[src/rtl/ac97tx_pkg.sv]
package ac97tx_pkg;

    localparam int NUM_PCM_SLOTS = 6;

    typedef enum logic [1:0] {
        SEL_DATA = 2'd0,
        SEL_CTRL = 2'd1,
        SEL_IE   = 2'd2,
        SEL_CLR  = 2'd3
    } reg_sel_e;

    // control word, LSB first: tx_en, fifo_en, compact, sz16, slot enables
    typedef struct packed {
        logic [NUM_PCM_SLOTS-1:0] slot_en;
        logic                     sz16;
        logic                     compact;
        logic                     fifo_en;
        logic                     tx_en;
    } tx_ctrl_t;

    typedef struct packed {
        logic ur_ie;
        logic tx_ie;
    } irq_en_t;

    // walk position to PCM slot number, ascending
    function automatic logic [3:0] slot_number(input logic [2:0] pos);
        case (pos)
            3'd0:    return 4'd3;
            3'd1:    return 4'd4;
            3'd2:    return 4'd6;
            3'd3:    return 4'd7;
            3'd4:    return 4'd8;
            default: return 4'd9;
        endcase
    endfunction

endpackage

[src/rtl/ac97tx_fifo.sv]
module ac97tx_fifo #(
    parameter int DW    = 32,
    parameter int DEPTH = 8
) (
    input  logic          clk,
    input  logic          rst_n,
    input  logic          flush,
    input  logic          push,
    input  logic [DW-1:0] wdata,
    input  logic          pop,
    output logic [DW-1:0] rdata,
    output logic          empty,
    output logic          half_empty,
    output logic          full
);
    localparam int AW = $clog2(DEPTH);
    localparam int CW = $clog2(DEPTH + 1);

    typedef struct packed {
        logic [AW-1:0] wp;
        logic [AW-1:0] rp;
        logic [CW-1:0] cnt;
    } fifo_st_t;

    fifo_st_t      st_d, st_q;
    logic [DW-1:0] mem_q [DEPTH];
    logic          do_push, do_pop;

    always_comb begin
        do_push = push && (st_q.cnt != CW'(DEPTH));
        do_pop  = pop && (st_q.cnt != '0);
        st_d    = st_q;
        if (flush) begin
            st_d = '0;
        end else begin
            if (do_push) st_d.wp = (st_q.wp == AW'(DEPTH - 1)) ? '0 : st_q.wp + 1'b1;
            if (do_pop)  st_d.rp = (st_q.rp == AW'(DEPTH - 1)) ? '0 : st_q.rp + 1'b1;
            case ({do_push, do_pop})
                2'b10:   st_d.cnt = st_q.cnt + 1'b1;
                2'b01:   st_d.cnt = st_q.cnt - 1'b1;
                default: st_d.cnt = st_q.cnt;
            endcase
        end
    end

    always_ff @(posedge clk or negedge rst_n) begin
        if (!rst_n) st_q <= '0;
        else        st_q <= st_d;
    end

    always_ff @(posedge clk) begin
        if (do_push && !flush) mem_q[st_q.wp] <= wdata;
    end

    assign rdata      = mem_q[st_q.rp];
    assign empty      = (st_q.cnt == '0);
    assign full       = (st_q.cnt == CW'(DEPTH));
    assign half_empty = (st_q.cnt <= CW'(DEPTH / 2));

endmodule

[src/rtl/ac97tx_slot_seq.sv]
module ac97tx_slot_seq
    import ac97tx_pkg::*;
#(
    parameter int DW = 32,
    parameter int SW = 20
) (
    input  logic          clk,
    input  logic          rst_n,
    input  logic          flush,
    input  logic          frame_start,
    input  tx_ctrl_t      ctrl,
    input  logic          fifo_empty,
    input  logic [DW-1:0] fifo_word,
    output logic          fifo_pop,
    output logic          walking,
    output logic          ur_evt,
    output logic          slot_vld,
    output logic [3:0]    slot_id,
    output logic [SW-1:0] slot_dat
);
    localparam int HW   = DW / 2;
    localparam int PAD  = SW - 16;
    localparam logic [2:0] LAST = 3'(NUM_PCM_SLOTS - 1);

    typedef struct packed {
        logic          walk;
        logic [2:0]    pos;
        logic          hsel;
        logic          vld;
        logic [3:0]    id;
        logic [SW-1:0] dat;
    } seq_st_t;

    seq_st_t       st_d, st_q;
    logic          serve;
    logic [HW-1:0] half;

    always_comb begin
        st_d     = st_q;
        fifo_pop = 1'b0;
        ur_evt   = 1'b0;
        st_d.vld = 1'b0;
        st_d.id  = '0;
        st_d.dat = '0;
        serve    = st_q.walk && ctrl.tx_en && ctrl.fifo_en && ctrl.slot_en[st_q.pos];
        half     = st_q.hsel ? fifo_word[DW-1:HW] : fifo_word[HW-1:0];
        if (serve) begin
            st_d.vld = 1'b1;
            st_d.id  = slot_number(st_q.pos);
            if (fifo_empty) begin
                ur_evt = 1'b1;
            end else if (ctrl.compact) begin
                st_d.dat  = {half[15:0], {PAD{1'b0}}};
                st_d.hsel = !st_q.hsel;
                fifo_pop  = st_q.hsel;
            end else begin
                fifo_pop = 1'b1;
                st_d.dat = ctrl.sz16 ? {fifo_word[15:0], {PAD{1'b0}}} : fifo_word[SW-1:0];
            end
        end
        if (st_q.walk) begin
            if (st_q.pos == LAST) st_d.walk = 1'b0;
            else                  st_d.pos  = st_q.pos + 1'b1;
        end else if (frame_start) begin
            st_d.walk = 1'b1;
            st_d.pos  = '0;
        end
        if (flush) st_d.hsel = 1'b0;
    end

    always_ff @(posedge clk or negedge rst_n) begin
        if (!rst_n) st_q <= '0;
        else        st_q <= st_d;
    end

    assign walking  = st_q.walk;
    assign slot_vld = st_q.vld;
    assign slot_id  = st_q.id;
    assign slot_dat = st_q.dat;

endmodule

[src/rtl/ac97_tx_chan.sv]
module ac97_tx_chan
    import ac97tx_pkg::*;
#(
    parameter int CHAN  = 0,
    parameter int DEPTH = 8,
    parameter int NCH   = 4,
    parameter int IRQ_W = 7
) (
    input  logic                 clk,
    input  logic                 rst_n,
    input  logic                 if_en_i,
    input  logic                 reg_we_i,
    input  logic [1:0]           reg_sel_i,
    input  logic [31:0]          reg_wdata_i,
    input  logic                 frame_start_i,
    input  logic [NCH*IRQ_W-1:0] other_irq_i,
    output logic [4:0]           stat_o,
    output logic [NCH*IRQ_W-1:0] irq_all_o,
    output logic                 irq_o,
    output logic                 slot_vld_o,
    output logic [3:0]           slot_id_o,
    output logic [19:0]          slot_dat_o
);
    localparam int CTRL_W = $bits(tx_ctrl_t);
    localparam int IE_W   = $bits(irq_en_t);

    typedef struct packed {
        tx_ctrl_t ctrl;
        irq_en_t  ie;
        logic     ur;
    } chan_st_t;

    chan_st_t    st_d, st_q;
    logic        flush, push, pop, ur_evt, walking;
    logic        empty, half_empty, full;
    logic [31:0] head;
    logic [IRQ_W-1:0] own_irq;

    assign flush = !if_en_i;
    assign push  = reg_we_i && (reg_sel_i == SEL_DATA) && st_q.ctrl.fifo_en && if_en_i;

    always_comb begin
        st_d = st_q;
        if (reg_we_i && reg_sel_i == SEL_CTRL) st_d.ctrl = tx_ctrl_t'(reg_wdata_i[CTRL_W-1:0]);
        if (reg_we_i && reg_sel_i == SEL_IE)   st_d.ie   = irq_en_t'(reg_wdata_i[IE_W-1:0]);
        if (ur_evt)                                                    st_d.ur = 1'b1;
        else if (reg_we_i && reg_sel_i == SEL_CLR && reg_wdata_i[CHAN]) st_d.ur = 1'b0;
    end

    always_ff @(posedge clk or negedge rst_n) begin
        if (!rst_n) st_q <= '0;
        else        st_q <= st_d;
    end

    ac97tx_fifo #(.DW(32), .DEPTH(DEPTH)) u_fifo (
        .clk(clk), .rst_n(rst_n), .flush(flush), .push(push), .wdata(reg_wdata_i),
        .pop(pop), .rdata(head), .empty(empty), .half_empty(half_empty), .full(full)
    );

    ac97tx_slot_seq #(.DW(32), .SW(20)) u_seq (
        .clk(clk), .rst_n(rst_n), .flush(flush), .frame_start(frame_start_i),
        .ctrl(st_q.ctrl), .fifo_empty(empty), .fifo_word(head), .fifo_pop(pop),
        .walking(walking), .ur_evt(ur_evt), .slot_vld(slot_vld_o),
        .slot_id(slot_id_o), .slot_dat(slot_dat_o)
    );

    assign stat_o  = {st_q.ur, st_q.ctrl.tx_en && (!empty || walking), full, half_empty, empty};
    assign own_irq = {{(IRQ_W-2){1'b0}}, st_q.ur && st_q.ie.ur_ie, half_empty && st_q.ie.tx_ie};

    for (genvar c = 0; c < NCH; c++) begin : g_irq
        if (c == CHAN) begin : g_own
            assign irq_all_o[c*IRQ_W +: IRQ_W] = other_irq_i[c*IRQ_W +: IRQ_W] | own_irq;
        end else begin : g_pass
            assign irq_all_o[c*IRQ_W +: IRQ_W] = other_irq_i[c*IRQ_W +: IRQ_W];
        end
    end

    assign irq_o = |irq_all_o;

endmodule

[config.mk]
export PLATFORM = sky130hd
export DESIGN_NAME = ac97_tx_chan
export DESIGN_NICKNAME = d
export VERILOG_FILES = /design/src/rtl/ac97tx_pkg.sv /design/src/rtl/ac97tx_fifo.sv /design/src/rtl/ac97tx_slot_seq.sv /design/src/rtl/ac97_tx_chan.sv
export SDC_FILE = /design/constraint.sdc
export NUM_CORES = 1
export LEC_CHECK = 0
export ABC_AREA = 1
export BUFFER_PORTS_ARGS = -buffer_cell sky130_fd_sc_hd__buf_2
export CAP_MARGIN = 0
export CORE_UTILIZATION = 30
export CTS_CLUSTER_DIAMETER = 30
export CTS_CLUSTER_SIZE = 16
export DETAILED_ROUTE_END_ITERATION = 8
export GPL_TIMING_DRIVEN = 0
export PLACE_DENSITY = 0.57
export SETUP_SLACK_MARGIN = 0.3
export SLEW_MARGIN = 20
export SYNTH_ARGS = -nofsm -noshare
export SYNTH_HDL_FRONTEND = slang
export SYNTH_SLANG_ARGS = --single-unit
[constraint.sdc]
create_clock -name clk -period 4.7 [get_ports clk]
set_input_delay 0.705 -clock clk [delete_from_list [all_inputs] [get_ports clk]]
set_output_delay 0.705 -clock clk [all_outputs]
set_load 0.01 [all_outputs]
Word level (Yosys, flattened, before mapping). Memory sizes are Yosys's and may differ from the RTL's. Index checks and enable logic that the tools add are counted.

Flip-flop bits (word level): 53. Bits in writable memories: 256. Input bits: 67. Output and inout port bits: 59. Logic and storage cells: 105. Memories: 1.

Add/subtract/negate cells: 5. Magnitude comparators: 2. Equality and inequality tests: 21. Muxes and demuxes: 30. Bitwise gates (word level): 1. Reductions and logical operators: 28.

Memory list: u_fifo.mem_q (words 8, width 32, rd ports 1, clocked after memory_dff 0, wr ports 1, RTL line ac97tx_fifo.sv:26) `logic [DW-1:0] mem_q [DEPTH];`.

Operators by type and width (number): two-way mux 20 bit (3); OR reduction 28 bit (1); two-way mux 26 bit (1); one-hot mux 4 bit (5 select lines) (1); logical AND 1 bit (16); two-way mux 16 bit (1); two-way mux 3 bit (5); two-way mux 1 bit (14); == test 3 bit, second input constant (4); two-way mux 10 bit (1); adder 3 x 1 -> 3 bit, second input constant (3); two-way mux 4 bit (2); inequality test 2 x 1 -> 1 bit, second input constant (4); one-hot mux 4 bit (2 select lines) (1); OR 7 x 2 -> 7 bit (1); == test 2 bit, second input constant (3); == test 3 x 2 -> 1 bit, second input constant (2); adder 4 x 1 -> 4 bit, second input constant (1); == test 2 x 1 -> 1 bit, second input constant (2); == test 4 bit, second input constant (1); <= comparator 4 x 3 -> 1 bit, second input constant (1); zero test 4 bit (1); less-than comparator 3 x 4 -> 1 bit, second input constant (1); inequality test 2 bit, second input constant (2); 13 further kinds (15).

Depth between registers and ports, before layout.
Depth after elaboration: 8. Depth in mapped cells: 17. Gate-level depth less buffers: 17.

Hierarchy. A second synthesis with hierarchy kept.

Cells, all modules: 1193. Area, all modules: 13430.4 sq um.

Modules (own cells, without submodules): ac97tx_fifo (instances 1, cells each 816, area an instance 10585.2 sq um, sequential area each 7937.6 sq um); ac97tx_slot_seq (instances 1, cells each 241, area an instance 1849.3 sq um, sequential area each 750.7 sq um); ac97_tx_chan (instances 1, cells each 136, area an instance 996.0 sq um, sequential area each 325.3 sq um).

Least setup slack after synthesis. OpenSTA, ideal clock, no wires.

Path type: input to register. From: in reg_sel_i[0]. To: mem u_fifo.mem_q[2][0] (enable). Setup time: 0.461 ns. Arrival time: 3.488 ns. Required time: 4.239 ns. Setup slack: 0.751 ns. Stages on the path: 7. Path buffers: 0. Cells stage by stage: inv_1 -> nand3_1 -> nor2_1 -> nand3_1 -> inv_1 -> nand2_1 -> nor3_1.

Word-level cells in the longest chain between the ends: 8.

Ends and longest elaborated chain: start, declared (RTL line ac97_tx_chan.sv:13) `input logic [1:0] reg_sel_i,`; zero test 2 bit (RTL line ac97_tx_chan.sv:40) `assign push = reg_we_i && (reg_sel_i == SEL_DATA) && st_q.ctrl.fifo_en && if_en_i;`; logical AND 1 bit (3 in a row) (RTL line ac97_tx_chan.sv:40); logical AND 1 bit (RTL line ac97tx_fifo.sv:30) `do_push = push && (st_q.cnt != CW'(DEPTH));`; logical AND 1 bit (RTL line ac97tx_fifo.sv:52) `if (do_push && !flush) mem_q[st_q.wp] <= wdata;`; two-way mux 1 bit (RTL line ac97tx_fifo.sv:52); two-way mux 1 bit (implied by the code) (RTL line ac97tx_fifo.sv:52); end, declared (RTL line ac97tx_fifo.sv:26).

Every way passes these cells.

Worst setup path in the final report.
From: reg u_fifo.st_q[2] in the netlist's numbering. To: mem u_fifo.mem_q[3][29] (enable).

Word-level cells in the longest chain between the ends: 5.

Ends and longest elaborated chain: start, declared (RTL line ac97tx_fifo.sv:25) `fifo_st_t st_d, st_q;`; start signal, assigned (RTL line ac97tx_fifo.sv:48) `else st_q <= st_d;`; inequality test 4 bit (RTL line ac97tx_fifo.sv:30); logical AND 1 bit (RTL line ac97tx_fifo.sv:30); logical AND 1 bit (RTL line ac97tx_fifo.sv:52); two-way mux 1 bit (RTL line ac97tx_fifo.sv:52); two-way mux 1 bit (implied by the code) (RTL line ac97tx_fifo.sv:52).

Every way passes these cells.

==> metrics.yaml <==
sta:
  setup_viol: 0
  drv_slew: 0
  rsz0062_at_grt: "false"
  fmax_ghz: 0.360
  finalHoldViolations: 0
  skew_ns: 0.0292
  setup_tns_ns: 0
  min_period_ns: 2.78
  timing.final.crit_share_pct: 59.1
  relSlewSlack_pct: 37.9
  setup_ws_ns: 1.92
  worst_pin_slew_ns: 0.926
logic_synthesis:
  yosysWarnings: 0
  syn-num-nets: 1192
  ys.flop_type: "edfxtp_1"
  syn_area_um2: 13100
  synthDistinctLibCells: 40
  synth.area.top_cells: "edfxtp_1, dfrtp_1, nor2_1"
  netlist_instances: 1113
  avgSynthCellArea_um2: 11.8
  synth_commonest_cells: "edfxtp_1, nor2_1, o21ai_0"
  ys_async_sr_fraction_pct: 17.2
  yosysTopAreaCell: "edfxtp_1"
  synth-edff-count: 256
  ys_seq_elements: 309
  seq_area_frac_synth_pct: 68.8
  yosysMostFrequentCell: "edfxtp_1"
  synth_top_cell_area_share_pct: 58.6
power_and_ir_drop:
  seq_power_share_pct: 34.7
  sw_frac_of_total_pct: 25.1
  clock_power_share_pct: 54.9
  pwr-share-comb_pct: 10.4
  internal-power_w: 0.00664
  switching_power_w: 0.00222
  p_leak_nw: 6.90
  powerDensity_nw_per_um2: 515
  peakVddDrop_mv: 0.225
route:
  drc: 0
  totalWireLength_um: 36800
  drt-initial-drc-count: 773
  postRouteAntennaNets: 0
  drt-vias-per-instance: 4.74
  dr.pass1.iters: 5
  wire_per_inst_um: 18.6
  vias: 9391
cts:
  clk_transition_reported_paths_ns: 0.05
  cts_resized: 0
  cts_setup_buffers: 0
  cts_hold_buffers: 0
  root_buffer: "clkbuf_16"
  clk_path_buf_depth: 3
  cts_sinks: 309
  htree_levels: 3
  numCtsBuffers: 70
  cts_tree: "done"
  clk_latency_ns: 0.57
global_routing:
  met3_usage_pct: 3.18
  grtUsageMet1_pct: 22.3
  top_usage_layer: "met2"
  grt_pass1_vias: 9226
  met2_usage_pct: 26.3
  grt_first_pass_wirelength_um: 54800
  antenna_found_initial: 2
  grt_max_degree: 54
  grt_overflow_total: 0
  grt_util_all_layers_pct: 16.5
floorplanning:
  coreArea_um2: 43100
  die_h_um: 211
  dieArea_um2: 44500
  start_util_pct: 30.4
  io_pins: 126
  row_count: 76
  die_w_um: 211
worst_setup_path:
  r2r_slack_ns: 1.92
  slowest_stage: "nor3_2"
  critPathMaxStageDelay_ns: 0.58
  critPathMostFrequentCell: "buf_4"
  path_max_fanout: 9
  cp-start-kind: "flop"
  crit_type: "reg -> reg"
  rr_worst_depth: 9
  rr_endpoint: "u_fifo.mem_q[3][29]"
  cp-end-kind: "flop"
  required_ns: 4.97
  arrival_ns: 3.05
  crit_chain: "inv_1 -> nand3_1 -> nand3_1 -> inv_1 -> nand2_1 -> nor3_2 -> buf_4 -> buf_4 -> buf_4"
  worstReg2RegStart: "u_fifo.st_q[2]"
placement:
  hpwl_um: 25200
  port_buffers: 124
  placed_cells: 1852
  post-place-ws_ns: 1.41
  gp_congestion: 0.834
finish:
  syn_to_final_growth_pct: 31.1
  nets: 1418
  drive_gt1_share_pct: 27.0
  stdcell_count: 1981
  utilization_pct: 39.9
  nFillCells: 4092
job:
  cap_violations: 0
min_path:
  min_path_type: "in -> async"
outcome:
  status: "complete, no violations"
==> sequential cells by signal (all words and copies together), names as in the netlist <==
| register | cells |
|---|---|
| st_q | 12 |
| u_seq.st_q | 4 |
| u_seq.slot_vld | 1 |
| stat_o | 1 |
| u_seq.slot_id | 4 |
| u_fifo.st_q | 10 |
| u_seq.walking | 1 |
| u_seq.slot_dat | 20 |
| u_fifo.mem_q | 256 |
==> worst max-delay path, delay by kind of cell (launching register included) <==
kind / cells / cell delay, ns
buf+inv: 5 / 1.00
flops: 1 / 0.44
simple gates: 4 / 1.04
==> final cells by class <==
cell class | instances | area [µm²] | share of cell area [%]
Timing Repair Buffer | 154 | 911 | 5.30
Tap cell | 585 | 732 | 4.26
Buffer | 108 | 721 | 4.19
Clock buffer | 82 | 1880 | 10.9
Multi-Input combinational cell | 638 | 3200 | 18.6
Sequential cell | 309 | 9010 | 52.5
Antenna cell | 1 | 2.50 | 0.0146
Clock inverter | 46 | 504 | 2.93
Inverter | 58 | 218 | 1.27
==> kinds of logic (layout without fill, tap and decap cells) <==
logic type               count (synthesis)  in the layout  synth area share (%)
AO/OA/AOI/OAI                          233            233                  10.3
XOR/XNOR                                 2              2                 0.134
flip-flops                             309            309                  68.8
AND/OR/NAND/NOR                        389            389                  12.3
buffers and inverters                  166            448                  7.16
multiplexers                             2              2                 0.172
other                                    0              1                     0
adder cells (fa/ha/maj)                 12             12                  1.20
==> stage by stage <==
step	power, W	cell area (µm²)	hold WS, ns
after floorplan	0.00368	13100	0.409
after global placement	0.00402	14500	0.470
after detailed placement	0.00403	14800	0.499
after CTS	0.00889	17200	0.230
after global routing	0.00914	17200	0.265
final	0.00886	17200	0.221
==> worst max-delay path by stage <==
| stage | start | endpoint | depth (start not counted) |
|---|---|---|---|
| finish | u_fifo.st_q[2] | u_fifo.mem_q[3][29] | 9 |
| global route | u_fifo.st_q[2] | u_fifo.mem_q[3][31] | 9 |
| CTS | u_fifo.st_q[2] | u_fifo.mem_q[3][31] | 9 |
| detailed placement | reg_sel_i[0] | u_fifo.mem_q[3][22] | 11 |
| global placement | reg_sel_i[0] | u_fifo.mem_q[4][22] | 8 |
| floorplan | reg_sel_i[0] | u_fifo.mem_q[2][0] | 7 |
==> per-layer routing <==
metal	up-vias	part of all wire, %
met3	80	7.1
met4	2	2.8
met5	-	0.035
met1	4549	44
li1	4359	-
met2	401	46
==> power groups by stage <==
stage / sequential [W] / clock, W / combinational (W)
5_1_grt: 0.00307 / 0.00505 / 0.00102
2_1_floorplan: 0.00310 / 0 / 0.000578
3_3_place_gp: 0.00312 / 0 / 0.000903
4_1_cts: 0.00307 / 0.00490 / 0.000920
3_5_place_dp: 0.00312 / 0 / 0.000916
6_report: 0.00307 / 0.00487 / 0.000922
==> cells in the final DEF, fill, tap and decap left out, types with 3 or more instances in the layout <==
cell,instances
buf_2,137
clkinvlp_4,6
edfxtp_1,256
clkbuf_1,29
nor4_1,5
inv_2,4
o22ai_1,8
ha_1,11
dfrtp_1,53
inv_6,3
nor3_2,6
nor2_1,208
clkinv_1,11
buf_4,84
o21a_1,8
nand2_1,108
nand3_1,45
o221ai_1,18
clkbuf_16,73
bufinv_16,8
a21oi_1,9
o211ai_1,24
clkinv_2,11
nand4_1,4
o21ai_1,22
inv_1,54
o21ai_0,137
buf_6,16
Power figures use the tool's default switching activity.
